===== config.mk =====
export PLATFORM = sky130hd
export DESIGN_NAME = wdog_cascade
export DESIGN_NICKNAME = d
export VERILOG_FILES = /design/src/rtl/wdog_pkg.sv /design/src/rtl/wdog_stage.sv /design/src/rtl/wdog_ctrl.sv /design/src/rtl/wdog_rdfmt.sv /design/src/rtl/wdog_cascade.sv
export SDC_FILE = /design/constraint.sdc
export NUM_CORES = 1
export LEC_CHECK = 0
export BUFFER_PORTS_ARGS = -buffer_cell sky130_fd_sc_hd__buf_2
export CORE_MARGIN = 2
export CORE_UTILIZATION = 48
export CTS_CLUSTER_DIAMETER = 80
export DETAILED_ROUTE_END_ITERATION = 10
export GPL_TIMING_DRIVEN = 0
export PLACE_DENSITY = 0.74
export SLEW_MARGIN = 15
export SYNTH_ARGS = -nofsm -noshare
export SYNTH_HDL_FRONTEND = slang
export SYNTH_SLANG_ARGS = --single-unit
export TNS_END_PERCENT = 30

===== constraint.sdc =====
create_clock -name clk -period 2 [get_ports clk]
set_input_delay 0.1 -clock clk [delete_from_list [all_inputs] [get_ports clk]]
set_output_delay 0.1 -clock clk [all_outputs]
set_load 0.005 [all_outputs]

===== src/rtl/wdog_pkg.sv =====
package wdog_pkg;

    // Control and sequencing state shared by the control unit.
    typedef struct packed {
        logic run;    // armed by the first write
        logic src;    // high stage counts tick directly when 1
        logic lock;   // stop request turns into a reset when 1
        logic pulse;  // registered internal reset
    } wd_ctrl_t;

    // Field positions inside the control register, derived from its width.
    function automatic int src_pos(input int w);
        return w - 1;
    endfunction

    function automatic int lock_pos(input int w);
        return w - 2;
    endfunction

endpackage


===== src/rtl/wdog_stage.sv =====
module wdog_stage #(
    parameter int W = 8
) (
    input  logic         clk,
    input  logic         rst_n,
    input  logic         reload,
    input  logic         evt,
    output logic [W-1:0] cnt,
    output logic         uf
);

    typedef struct packed {
        logic [W-1:0] cnt;
    } stage_t;

    localparam logic [W-1:0] ALL1 = '1;
    localparam logic [W-1:0] ONE  = {{(W-1){1'b0}}, 1'b1};

    stage_t st_d, st_q;

    always_comb begin
        st_d = st_q;
        uf   = evt && (st_q.cnt == '0);
        if (reload) begin
            st_d.cnt = ALL1;
        end else if (evt) begin
            if (st_q.cnt == '0) begin
                st_d.cnt = ALL1;
            end else begin
                st_d.cnt = st_q.cnt - ONE;
            end
        end
    end

    always_ff @(posedge clk or negedge rst_n) begin
        if (!rst_n) begin
            st_q.cnt <= ALL1;
        end else begin
            st_q <= st_d;
        end
    end

    assign cnt = st_q.cnt;

endmodule


===== src/rtl/wdog_ctrl.sv =====
module wdog_ctrl
    import wdog_pkg::*;
(
    input  logic clk,
    input  logic rst_n,
    input  logic wr_en,
    input  logic wr_src,
    input  logic wr_lock,
    input  logic hi_uf,
    input  logic stop_req,
    output logic run,
    output logic src,
    output logic lock,
    output logic fire,
    output logic pulse,
    output logic halt
);

    wd_ctrl_t c_d, c_q;

    always_comb begin
        c_d       = c_q;
        c_d.pulse = 1'b0;
        fire      = c_q.run && (hi_uf || (stop_req && c_q.lock));
        halt      = stop_req && !(c_q.run && c_q.lock);
        if (fire) begin
            c_d.run   = 1'b0;
            c_d.src   = 1'b0;
            c_d.lock  = 1'b0;
            c_d.pulse = 1'b1;
        end else if (wr_en) begin
            c_d.run  = 1'b1;
            c_d.src  = wr_src;
            c_d.lock = c_q.lock | wr_lock;
        end
    end

    always_ff @(posedge clk or negedge rst_n) begin
        if (!rst_n) begin
            c_q <= '0;
        end else begin
            c_q <= c_d;
        end
    end

    assign run   = c_q.run;
    assign src   = c_q.src;
    assign lock  = c_q.lock;
    assign pulse = c_q.pulse;

endmodule


===== src/rtl/wdog_rdfmt.sv =====
module wdog_rdfmt #(
    parameter int W = 8
) (
    input  logic         src,
    input  logic         lock,
    input  logic [W-1:0] hi_cnt,
    output logic [W-1:0] rd
);

    localparam int DROP = 2;

    always_comb begin
        rd = {src, lock, hi_cnt[W-1:DROP]};
    end

endmodule


===== src/rtl/wdog_cascade.sv =====
module wdog_cascade
    import wdog_pkg::*;
#(
    parameter int CNT_W = 8
) (
    input  logic             clk,
    input  logic             rst_n,
    input  logic             tick,
    input  logic             wr_en,
    input  logic [CNT_W-1:0] wr_data,
    input  logic             stop_req,
    output logic [CNT_W-1:0] rd_data,
    output logic             halt_out,
    output logic             wd_reset
);

    localparam int SRC_BIT  = src_pos(CNT_W);
    localparam int LOCK_BIT = lock_pos(CNT_W);

    logic             run_w, src_w, lock_w, fire_w;
    logic             reload_w;
    logic             lo_evt, hi_evt, lo_uf, hi_uf;
    logic [CNT_W-1:0] lo_cnt, hi_cnt;

    assign reload_w = wr_en | fire_w;
    assign lo_evt   = run_w & tick;
    assign hi_evt   = src_w ? lo_evt : lo_uf;

    wdog_stage #(.W(CNT_W)) u_lo (
        .clk    (clk),
        .rst_n  (rst_n),
        .reload (reload_w),
        .evt    (lo_evt),
        .cnt    (lo_cnt),
        .uf     (lo_uf)
    );

    wdog_stage #(.W(CNT_W)) u_hi (
        .clk    (clk),
        .rst_n  (rst_n),
        .reload (reload_w),
        .evt    (hi_evt),
        .cnt    (hi_cnt),
        .uf     (hi_uf)
    );

    wdog_ctrl u_ctrl (
        .clk      (clk),
        .rst_n    (rst_n),
        .wr_en    (wr_en),
        .wr_src   (wr_data[SRC_BIT]),
        .wr_lock  (wr_data[LOCK_BIT]),
        .hi_uf    (hi_uf),
        .stop_req (stop_req),
        .run      (run_w),
        .src      (src_w),
        .lock     (lock_w),
        .fire     (fire_w),
        .pulse    (wd_reset),
        .halt     (halt_out)
    );

    wdog_rdfmt #(.W(CNT_W)) u_rd (
        .src    (src_w),
        .lock   (lock_w),
        .hi_cnt (hi_cnt),
        .rd     (rd_data)
    );

endmodule


* Yosys cells after proc, flatten, opt, wreduce, memory -nomap -nowiden *
Index checks and enable logic that the tools add are counted.

word-level totals
  register bits = 20
  output and inout port bits = 10
  logic and storage cells = 34

cells by class
  add/subtract/negate cells = 2
  muxes and demuxes = 10
  bitwise gates (word level) = 3
  reduce and logical (&&, ||, !) cells = 13

operator list
  operator                                                            count
  8-bit two-way mux                                                   6
  8-bit zero test                                                     2
  8-bit by 1-bit subtractor with 8-bit output, second input constant  2
  1-bit logical AND                                                   6
  3-bit two-way mux                                                   2
  2-bit nonzero test                                                  3
  1-bit two-way mux                                                   2
  1-bit bitwise OR                                                    2
  1-bit AND                                                           1
  1-bit zero test                                                     1
  1-bit logical OR                                                    1

* Depth between registers and ports, before layout *
Gate-level depths: netlist (run 1).

  depth after elaboration = 8
  mapped depth = 7

* Cells and area by module *
From an unflattened synthesis (run 1), not the netlist that was laid out.

unflattened totals
  cells, all modules = 122
  area, all modules = 1253.7 µm²

by module, submodules not included
  module        instances  cells an instance  area each (µm²)
  wdog_stage    2          49                 504.2
  wdog_ctrl     1          13                 155.1
  wdog_rdfmt    1          8                  60.1
  wdog_cascade  1          3                  30.0

* Least setup slack after synthesis (run 1) *
No wires, ideal clock.

  path kind = reg-to-reg
  from = reg, netlist name u_hi.cnt[2]
  to = reg, netlist name u_lo.cnt[0]
  library setup time = 0.065 ns
  data arrival time = 1.924 ns
  required time = 1.935 ns
  setup slack = 0.011 ns
  cell stages (with the launch flop) = 6
  path buffers = 1
  cell sequence = dfstp_2 -> or4_4 -> or4b_4 -> o31a_4 -> buf_6 -> nand3_1

between the ends
  word-level cells in the longest chain between the ends = 6
  elaborated cells between the ends (all ways) = 7
  those cells by class = 1 x mux; 1 x bitwise; 5 x reduce/logical

RTL lines
  what                                                     line                source
  8-bit zero test *                                        wdog_stage.sv:23    uf = evt && (st_q.cnt == '0);
  1-bit logical AND *                                      wdog_stage.sv:23
  1-bit logical OR *                                       wdog_ctrl.sv:24     fire = c_q.run && (hi_uf || (stop_req && c_q.lock));
  1-bit logical AND *                                      wdog_ctrl.sv:24
  1-bit bitwise OR *                                       wdog_cascade.sv:25  assign reload_w = wr_en | fire_w;
  8-bit two-way mux or 2-bit nonzero test (tied branches)  n/a

Every way passes the cells marked *; elsewhere a longest branch is shown, timed or not.
A chain may end at the register's enable or synchronous reset.

* Worst setup path in the final report (run 1) *
  from = reg, netlist name u_hi.cnt[2]
  to = reg, netlist name u_lo.cnt[5]

between the ends
  word-level cells in the longest chain between the ends = 6
  elaborated cells between the ends (all ways) = 7
  those cells by class = 1 x mux; 1 x bitwise; 5 x reduce/logical

RTL lines
  what                                                     line
  8-bit zero test *                                        wdog_stage.sv:23
  1-bit logical AND *                                      wdog_stage.sv:23
  1-bit logical OR *                                       wdog_ctrl.sv:24
  1-bit logical AND *                                      wdog_ctrl.sv:24
  1-bit bitwise OR *                                       wdog_cascade.sv:25
  8-bit two-way mux or 2-bit nonzero test (tied branches)  n/a

Marks and branches as above.

==> results of run 1 <==
-- flip-flops by register name, summed over array words and instances, names as in the netlist --
signal / flops
u_hi.cnt: 8
u_lo.cnt: 8
u_ctrl.lock: 1
u_ctrl.pulse: 1
u_ctrl.run: 1
u_ctrl.src: 1
-- metal layers --
metal	track usage [%]	up-vias	routed length [um]
li1	-	484	-
met4	12.8	0	67
met5	0	-	0
met2	37.6	24	1350
met1	24.0	485	1090
met3	3.89	10	77
-- cell families after synthesis --
family | after synthesis | share of synthesized area, %
AOI/OAI and AO/OA | 27 | 16.5
xor gates and xnor gates | 3 | 2.21
adders and majority gates | 4 | 4.20
buffers and inverters | 16 | 8.19
DFF | 20 | 43.7
muxes | 1 | 0.840
and+or+nand+nor | 50 | 24.4
-- layout by cell type (no fill, tap or decap), types with 5 or more instances in the layout --
cell,instances
nor2_1,7
buf_4,10
nand2_1,8
dfstp_2,16
inv_1,5
o21ai_0,7
nand3_2,7
o31ai_1,5
buf_2,16
-- worst max-delay path by stage --
stage / from / end / slack [ps] / cells past startpoint
floorplan: u_hi.cnt[2]$_DFFE_PN1P_ / u_lo.cnt[0]$_DFFE_PN1P_ / 10 / 5
global placement: u_lo.cnt[0]$_DFFE_PN1P_ / u_hi.cnt[1]$_DFFE_PN1P_ / -240 / 7
detailed placement: u_lo.cnt[0]$_DFFE_PN1P_ / u_hi.cnt[1]$_DFFE_PN1P_ / -260 / 7
CTS: u_hi.cnt[3]$_DFFE_PN1P_ / u_lo.cnt[5]$_DFFE_PN1P_ / -90 / 5
global route: u_hi.cnt[2]$_DFFE_PN1P_ / u_lo.cnt[5]$_DFFE_PN1P_ / -130 / 5
finish: u_hi.cnt[2]$_DFFE_PN1P_ / u_lo.cnt[5]$_DFFE_PN1P_ / -80 / 5
-- through the flow --
stage	util [%]	total power (uW)	cells	TNS [ps]	instance area, um^2
finish	59.3	1080	174	-703	1430
detailed placement	54.3	812	167	-1940	1310
floorplan	-	711	121	0	1190
CTS	57.9	1080	173	-794	1400
global placement	54.3	797	167	-1590	1310
global route	59.3	1150	174	-1690	1430
-- power groups by stage --
stage | combinational [uW] | clock (uW) | sequential, uW
2_1_floorplan | 201 | 0 | 510
3_3_place_gp | 279 | 0 | 518
3_5_place_dp | 289 | 0 | 523
4_1_cts | 308 | 251 | 517
5_1_grt | 357 | 268 | 528
6_report | 318 | 245 | 518
-- worst register-to-register path: stages (launching register included) --
cell      delay [ps]
dfstp_2          390
or4_4            540
or4b_4           530
o31a_4           330
buf_12           160
o211ai_2          60
-- layout make-up --
type                            instances  area, um^2
Clock buffer                            4        36.3
Tap cell                               30        37.5
Buffer                                 11        88.8
Fill cell                             215         980
Timing Repair Buffer                   19         105
Sequential cell                        20         520
Multi-Input combinational cell         85         623
Inverter                                5        18.8
-- timing repair --
item,CTS,global route
buffers inserted,1,1
hold buffers,1,0
setup endpoints to repair,17,19
gates cloned,0,0
resized for setup,8,5
hold endpoints to repair,4,0
==> report_table.html, run 1 <==
<table>
<tr><th>Metric</th><th>Value</th></tr>
<tr><th colspan="2">Outcome</th></tr>
<tr><td>Outcome</td><td>finished with violations</td></tr>
<tr><td>Violated checks</td><td>setup timing</td></tr>
<tr><th colspan="2">Routing</th></tr>
<tr><td>Drt wl/cell</td><td>14.9 um</td></tr>
<tr><td>Remaining antenna violation count</td><td>0</td></tr>
<tr><td>Overall routed net length</td><td>2590 um</td></tr>
<tr><td>1st-iter DRT viols</td><td>6</td></tr>
<tr><td>Overall via count from detail_route</td><td>1003</td></tr>
<tr><td>Ratio of routed vias to standard cells</td><td>5.76</td></tr>
<tr><td>Drt first pass iters</td><td>4</td></tr>
<tr><td>Remaining DRCs</td><td>0</td></tr>
<tr><th colspan="2">Setup path</th></tr>
<tr><td>R2R Setup Slk</td><td>-80 ps</td></tr>
<tr><td>Crit path buffers/inverters</td><td>1</td></tr>
<tr><td>Critical register-to-register path endpoint</td><td>u_lo.cnt[5]$_DFFE_PN1P_</td></tr>
<tr><td>Cell type of the slowest stage on the worst timing path</td><td>or4_4</td></tr>
<tr><td>Cell family contributing the most delay on the critical path</td><td>simple AND/OR/NAND/NOR gates</td></tr>
<tr><td>Data arrival time of the critical path</td><td>2320 ps</td></tr>
<tr><td>Maximum fanout encountered on the critical timing path</td><td>10</td></tr>
<tr><td>Type of element capturing the critical path</td><td>flop</td></tr>
<tr><td>Depth of the most critical reg-to-reg path</td><td>5</td></tr>
<tr><td>Reg-to-reg startpoint</td><td>u_hi.cnt[2]$_DFFE_PN1P_</td></tr>
<tr><td>Data required time of the worst path</td><td>2240 ps</td></tr>
<tr><td>Kind of launch point of the worst setup path</td><td>flop</td></tr>
<tr><td>Path type of the worst setup path</td><td>reg2reg</td></tr>
<tr><td>Critical path's largest stage delay</td><td>540 ps</td></tr>
<tr><td>Worst-path cell chain</td><td>or4_4 -&gt; or4b_4 -&gt; o31a_4 -&gt; buf_12 -&gt; o211ai_2</td></tr>
<tr><th colspan="2">Global routing</th></tr>
<tr><td>Initial antenna violation count</td><td>0</td></tr>
<tr><td>First-pass GRT wire length</td><td>4380 um</td></tr>
<tr><td>GRT Overall Usage</td><td>21.5%</td></tr>
<tr><td>Largest net degree at the start of global routing</td><td>21</td></tr>
<tr><td>Via count of the first global-routing pass</td><td>988</td></tr>
<tr><td>Residual overflow from global routing</td><td>0</td></tr>
<tr><th colspan="2">Pwr</th></tr>
<tr><td>Proportion of power drawn by the clock network</td><td>22.7%</td></tr>
<tr><td>Cell area power density</td><td>756 mW/mm^2</td></tr>
<tr><td>Combinational group share of total power</td><td>29.4%</td></tr>
<tr><td>Leakage power summed over all cells</td><td>0.000619 uW</td></tr>
<tr><td>Internal power contribution</td><td>716 uW</td></tr>
<tr><td>Largest vdd supply drop</td><td>0.000688 V</td></tr>
<tr><td>Sequential fraction of design power</td><td>47.9%</td></tr>
<tr><td>Total net switching power</td><td>365 uW</td></tr>
<tr><td>Switching portion of total power</td><td>33.8%</td></tr>
<tr><th colspan="2">Timing</th></tr>
<tr><td>Least-Margin Pin Slew</td><td>766 ps</td></tr>
<tr><td>RSZ-0062 raised after global routing</td><td>yes</td></tr>
<tr><td>Post-layout worst setup margin</td><td>-82.9 ps</td></tr>
<tr><td>Final period util</td><td>104%</td></tr>
<tr><td>Number of failing setup endpoints in the final timing report</td><td>10</td></tr>
<tr><td>Max Transition Viols Final</td><td>0</td></tr>
<tr><td>Highest Clock Rate</td><td>480 MHz</td></tr>
<tr><td>Minimum clock period after layout</td><td>2080 ps</td></tr>
<tr><td>Hold slack final</td><td>28.8 ps</td></tr>
<tr><td>Setup skew after layout</td><td>0.882 ps</td></tr>
<tr><td>Normalized max-slew margin</td><td>48.2%</td></tr>
<tr><td>Number of hold violations in the final report</td><td>0</td></tr>
<tr><th colspan="2">Synthesis</th></tr>
<tr><td>Synth Cell Area</td><td>0.00119 mm^2</td></tr>
<tr><td>Top cell type by total area after synthesis</td><td>dfstp_2</td></tr>
<tr><td>Number of synthesized flops with an enable pin</td><td>0</td></tr>
<tr><td>Dominant cell by count in the synthesized netlist</td><td>dfstp_2</td></tr>
<tr><td>Prevailing post-synth register cell</td><td>dfstp_2</td></tr>
<tr><td>Sequential fraction of the synthesis area</td><td>43.7%</td></tr>
<tr><td>Share of the synthesized area in the top cell type</td><td>35.3%</td></tr>
<tr><td>Flip-flop and latch count after synthesis</td><td>20</td></tr>
<tr><td>Share of flip-flops with an asynchronous set or reset</td><td>100%</td></tr>
<tr><td>Average instance area after synthesis</td><td>9.84 um^2</td></tr>
<tr><td>Top cells by area, synth</td><td>dfstp_2 (35%), dfrtp_1 (8.4%), buf_4 (5.0%), nand3_1 (4.6%), ha_1 (4.2%)</td></tr>
<tr><td>Commonest cells post-synth</td><td>dfstp_2 (16), nand3_1 (11), buf_4 (8), nand2_1 (8)</td></tr>
<tr><td>Number of nets in the synthesized netlist</td><td>138</td></tr>
<tr><td>Post-Syn Instances</td><td>121</td></tr>
<tr><td>Number of distinct library cells after synthesis</td><td>39</td></tr>
<tr><td>Total of warnings raised by yosys</td><td>0</td></tr>
<tr><th colspan="2">Placed design</th></tr>
<tr><td>Weighted congestion at the end of routability-driven global placement</td><td>0.781</td></tr>
<tr><td>Count of buffers inserted at the top-level ports</td><td>16</td></tr>
<tr><td>Worst setup slack before clock tree synthesis</td><td>-262 ps</td></tr>
<tr><td>Half-perimeter wire length after detailed placement</td><td>1760 um</td></tr>
<tr><th colspan="2">Clock tree</th></tr>
<tr><td>Clk sink count</td><td>20</td></tr>
<tr><td>Cell at the root of the clock tree</td><td>clkbuf_4</td></tr>
<tr><td>TritonCTS clock tree</td><td>done</td></tr>
<tr><td>Number of CTS-inserted buffers</td><td>3</td></tr>
<tr><td>Clock Path Buffers</td><td>2</td></tr>
<tr><td>Clock latency reported for the late side of the worst-skew pair</td><td>300 ps</td></tr>
<tr><td>Register clock-pin slew on the reported worst setup and hold paths</td><td>120 ps</td></tr>
<tr><td># H-tree levels</td><td>1</td></tr>
<tr><th colspan="2">Floorplanning</th></tr>
<tr><td>Starting density of the core</td><td>49.4%</td></tr>
<tr><td>Area inside the core boundary</td><td>0.00241 mm^2</td></tr>
<tr><td>Die Span X</td><td>53.8 um</td></tr>
<tr><td>Die Span Y</td><td>53.8 um</td></tr>
<tr><td>Standard-cell row count</td><td>18</td></tr>
<tr><td>Total Die Area</td><td>0.00290 mm^2</td></tr>
<tr><td>Number of top-level design ports</td><td>23</td></tr>
<tr><th colspan="2">Min path</th></tr>
<tr><td>Cell depth of the worst min-delay path</td><td>3</td></tr>
<tr><td>Worst hold path type</td><td>in2reg</td></tr>
<tr><td>Worst Hold End</td><td>u_ctrl.lock$_DFFE_PN0P_</td></tr>
<tr><td>Origin of the worst min-delay path</td><td>wr_data[6]</td></tr>
<tr><th colspan="2">Final layout</th></tr>
<tr><td>Post-synthesis to final-layout area growth</td><td>20.1%</td></tr>
<tr><td>Share of post-route cells with drive strength above 1</td><td>48.6%</td></tr>
<tr><td>Final nets</td><td>162</td></tr>
<tr><td>Antenna Cells</td><td>0</td></tr>
<tr><th colspan="2">Job</th></tr>
<tr><td>Count of max-cap constraint violations</td><td>0</td></tr>
</table>
Power figures use the tool's default switching activity.
==> inputs of run 2 (changes only) <==
Settings changed: CORE_UTILIZATION 48 to 42, PLACE_DENSITY 0.74 to 0.66.
==> report_table.html, run 2 (synthesis gave the netlist of run 1 again) <==
<table>
<tr><th>Metric</th><th>Value</th></tr>
<tr><th colspan="2">Setup path</th></tr>
<tr><td>Critical path's largest stage delay</td><td>530 ps (about the same)</td></tr>
<tr><td>First element of the critical path</td><td>u_hi.cnt[3]$_DFFE_PN1P_</td></tr>
<tr><td>Kind of launch point of the worst setup path</td><td>flop</td></tr>
<tr><td>Crit path buffers/inverters</td><td>1 (unchanged)</td></tr>
<tr><td>Critical Path Sink</td><td>u_lo.cnt[5]$_DFFE_PN1P_</td></tr>
<tr><td>Worst-path cell chain</td><td>or4_4 -&gt; or4b_4 -&gt; o31a_4 -&gt; buf_8 -&gt; o211ai_2</td></tr>
<tr><td>Cell count along the critical path</td><td>5 (unchanged)</td></tr>
<tr><td>Cell type of the slowest stage on the worst timing path</td><td>or4_4</td></tr>
<tr><td>Cell family contributing the most delay on the critical path</td><td>simple AND/OR/NAND/NOR gates</td></tr>
<tr><td>Data arrival time of the critical path</td><td>2330 ps (about the same)</td></tr>
<tr><td>R2R Setup Slk</td><td>-90 ps (about the same)</td></tr>
<tr><td>Reg-to-reg startpoint</td><td>u_hi.cnt[3]$_DFFE_PN1P_</td></tr>
<tr><td>Critical register-to-register path endpoint</td><td>u_lo.cnt[5]$_DFFE_PN1P_</td></tr>
<tr><td>Maximum fanout encountered on the critical timing path</td><td>10 (unchanged)</td></tr>
<tr><td>Path type of the worst setup path</td><td>reg2reg</td></tr>
<tr><td>Data required time of the worst path</td><td>2240 ps (about the same)</td></tr>
<tr><td>Type of element capturing the critical path</td><td>flop</td></tr>
<tr><td>Depth of the most critical reg-to-reg path</td><td>5 (unchanged)</td></tr>
<tr><th colspan="2">Global routing</th></tr>
<tr><td>Via count of the first global-routing pass</td><td>913 (-7.6%)</td></tr>
<tr><td>First-pass GRT wire length</td><td>3880 um (-11%)</td></tr>
<tr><td>Residual overflow from global routing</td><td>0 (unchanged)</td></tr>
<tr><td>Largest net degree at the start of global routing</td><td>21 (unchanged)</td></tr>
<tr><td>GRT Overall Usage</td><td>15.2% (-6.2 points)</td></tr>
<tr><td>Initial antenna violation count</td><td>0 (unchanged)</td></tr>
<tr><th colspan="2">Clock tree</th></tr>
<tr><td>Cell at the root of the clock tree</td><td>clkbuf_4</td></tr>
<tr><td>Clock latency reported for the late side of the worst-skew pair</td><td>310 ps (about the same)</td></tr>
<tr><td>TritonCTS clock tree</td><td>done</td></tr>
<tr><td>Clk sink count</td><td>20 (unchanged)</td></tr>
<tr><td>Clock Path Buffers</td><td>2 (unchanged)</td></tr>
<tr><td># H-tree levels</td><td>1 (unchanged)</td></tr>
<tr><td>Number of CTS-inserted buffers</td><td>3 (unchanged)</td></tr>
<tr><td>Register clock-pin slew on the reported worst setup and hold paths</td><td>120 ps (about the same)</td></tr>
<tr><th colspan="2">Floorplanning</th></tr>
<tr><td>Starting density of the core</td><td>43.6% (-5.9 points)</td></tr>
<tr><td>Area inside the core boundary</td><td>0.00273 mm^2 (+13%)</td></tr>
<tr><td>Number of top-level design ports</td><td>23 (unchanged)</td></tr>
<tr><td>Die Span X</td><td>57.3 um (+6.4%)</td></tr>
<tr><td>Die Span Y</td><td>57.3 um (+6.4%)</td></tr>
<tr><td>Total Die Area</td><td>0.00328 mm^2 (+13%)</td></tr>
<tr><td>Standard-cell row count</td><td>19 (+1)</td></tr>
<tr><th colspan="2">Timing</th></tr>
<tr><td>Normalized max-slew margin</td><td>51.3% (+3.1 points)</td></tr>
<tr><td>Max Transition Viols Final</td><td>0 (unchanged)</td></tr>
<tr><td>Minimum clock period after layout</td><td>2090 ps (+7.56 ps)</td></tr>
<tr><td>Number of failing setup endpoints in the final timing report</td><td>13 (+3)</td></tr>
<tr><td>Highest Clock Rate</td><td>478 MHz (-0.36%)</td></tr>
<tr><td>RSZ-0062 raised after global routing</td><td>yes</td></tr>
<tr><td>Setup skew after layout</td><td>8.89 ps (+8.01 ps)</td></tr>
<tr><td>Number of hold violations in the final report</td><td>0 (unchanged)</td></tr>
<tr><td>Final period util</td><td>105% (+0.38 points)</td></tr>
<tr><td>Post-layout worst setup margin</td><td>-90.4 ps (-7.56 ps)</td></tr>
<tr><td>Least-Margin Pin Slew</td><td>721 ps (-45.2 ps)</td></tr>
<tr><th colspan="2">Job</th></tr>
<tr><td>Count of max-cap constraint violations</td><td>0 (unchanged)</td></tr>
<tr><th colspan="2">Placed design</th></tr>
<tr><td>Weighted congestion at the end of routability-driven global placement</td><td>0.780 (-0.17%)</td></tr>
<tr><td>Count of buffers inserted at the top-level ports</td><td>16 (unchanged)</td></tr>
<tr><td>Worst setup slack before clock tree synthesis</td><td>-286 ps (-23.7 ps)</td></tr>
<tr><td>Half-perimeter wire length after detailed placement</td><td>1700 um (-3.5%)</td></tr>
<tr><th colspan="2">Routing</th></tr>
<tr><td>Ratio of routed vias to standard cells</td><td>5.41 (-6.1%)</td></tr>
<tr><td>Drt wl/cell</td><td>13.9 um (-6.8%)</td></tr>
<tr><td>1st-iter DRT viols</td><td>24 (+18)</td></tr>
<tr><td>Remaining DRCs</td><td>0 (unchanged)</td></tr>
<tr><td>Overall via count from detail_route</td><td>942 (-6.1%)</td></tr>
<tr><td>Overall routed net length</td><td>2420 um (-6.8%)</td></tr>
<tr><td>Remaining antenna violation count</td><td>0 (unchanged)</td></tr>
<tr><td>Drt first pass iters</td><td>4 (unchanged)</td></tr>
<tr><th colspan="2">Outcome</th></tr>
<tr><td>Outcome</td><td>finished with violations</td></tr>
<tr><td>Violated checks</td><td>setup timing</td></tr>
<tr><th colspan="2">Final layout</th></tr>
<tr><td>Final nets</td><td>161 (-0.62%)</td></tr>
<tr><td>Registers with the most flip-flops</td><td>u_hi.cnt x8, u_lo.cnt x8</td></tr>
<tr><td>Commonest non-fill, non-tap cells in the layout</td><td>buf_2 (16), dfstp_2 (16), buf_4 (9)</td></tr>
<tr><td>Share of post-route cells with drive strength above 1</td><td>46.2% (-2.5 points)</td></tr>
<tr><td>Post-synthesis to final-layout area growth</td><td>20.0% (about the same)</td></tr>
<tr><td>Antenna Cells</td><td>0 (unchanged)</td></tr>
<tr><th colspan="2">Pwr</th></tr>
<tr><td>Largest vdd supply drop</td><td>0.000813 V (+18%)</td></tr>
<tr><td>Sum of internal, switching and leakage power</td><td>1160 uW (+7.0%)</td></tr>
<tr><td>Leakage power summed over all cells</td><td>0.000620 uW (+0.25%)</td></tr>
<tr><td>Cell area power density</td><td>810 mW/mm^2 (+7.1%)</td></tr>
<tr><th colspan="2">Min path</th></tr>
<tr><td>Worst hold path type</td><td>in2reg</td></tr>
</table>
==> run 2: cell count changes in the layout (fill, tap and decap cells not counted), sizes merged <==
cell	previous run	this run
bufinv	0	1
buf	27	26
clkbuf	6	5
==> run 2: final cells by class <==
type | instances | area [um^2]
well taps | 31 | 38.8
flip-flops and latches | 20 | 520
inverters | 5 | 18.8
repair buffers | 18 | 97.6
multi-input cells | 85 | 617
clock buffers | 3 | 22.5
clock inverters | 1 | 30.0
plain buffers | 11 | 83.8
fillers | 250 | 1310
==> run 2: worst min path at each step <==
stage	from	end	slack, ps	cells after the start
2_1_floorplan	rst_n	u_ctrl.lock$_DFFE_PN0P_	-200	0
3_3_place_gp	rst_n	u_ctrl.pulse$_DFF_PN0_	70	1
3_5_place_dp	rst_n	u_ctrl.pulse$_DFF_PN0_	70	1
4_1_cts	wr_data[6]	u_ctrl.lock$_DFFE_PN0P_	7	3
5_1_grt	wr_data[6]	u_ctrl.lock$_DFFE_PN0P_	10	3
6_report	wr_data[6]	u_ctrl.lock$_DFFE_PN0P_	20	3
==> run 2: worst min-delay path: stages <==
cell	delay [ps]
buf_2	70
a21oi_1	50
nor2_1	80
==> run 2: through the flow <==
stage	utilization (%)	hold WS, ps	setup TNS [ps]	area, um^2	cells
floorplan	-	-196	0	1190	121
global placement	47.9	69.3	-1840	1310	168
detailed placement	47.9	69.0	-1910	1310	168
CTS	51.0	7.18	-822	1390	174
global route	52.3	11.3	-1740	1430	174
finish	52.3	21.4	-817	1430	174
==> run 2: what timing repair did <==
item | in CTS | in global routing
hold buffers | 1 | 0
gates resized for setup | 4 | 6
pin swaps | 1 | 0
setup endpoints to repair | 18 | 18
endpoints found under the hold margin | 4 | 0
setup buffers | 1 | 0
==> run 2: power breakdown <==
group	internal, uW	leakage, uW	switching, uW
clock network	203	0.0000279	132
logic	134	0.000376	170
registers	466	0.000216	53.0
total	803	0.000620	355
==> run 2: metal layers <==
metal | vias to the layer above | global-route usage (%) | routed length [um]
met2 | 12 | 26.6 | 1240
met3 | 2 | 4.76 | 74
met5 | - | 0 | 0
li1 | 483 | - | -
met1 | 445 | 18.4 | 1090
met4 | 0 | 3.65 | 14
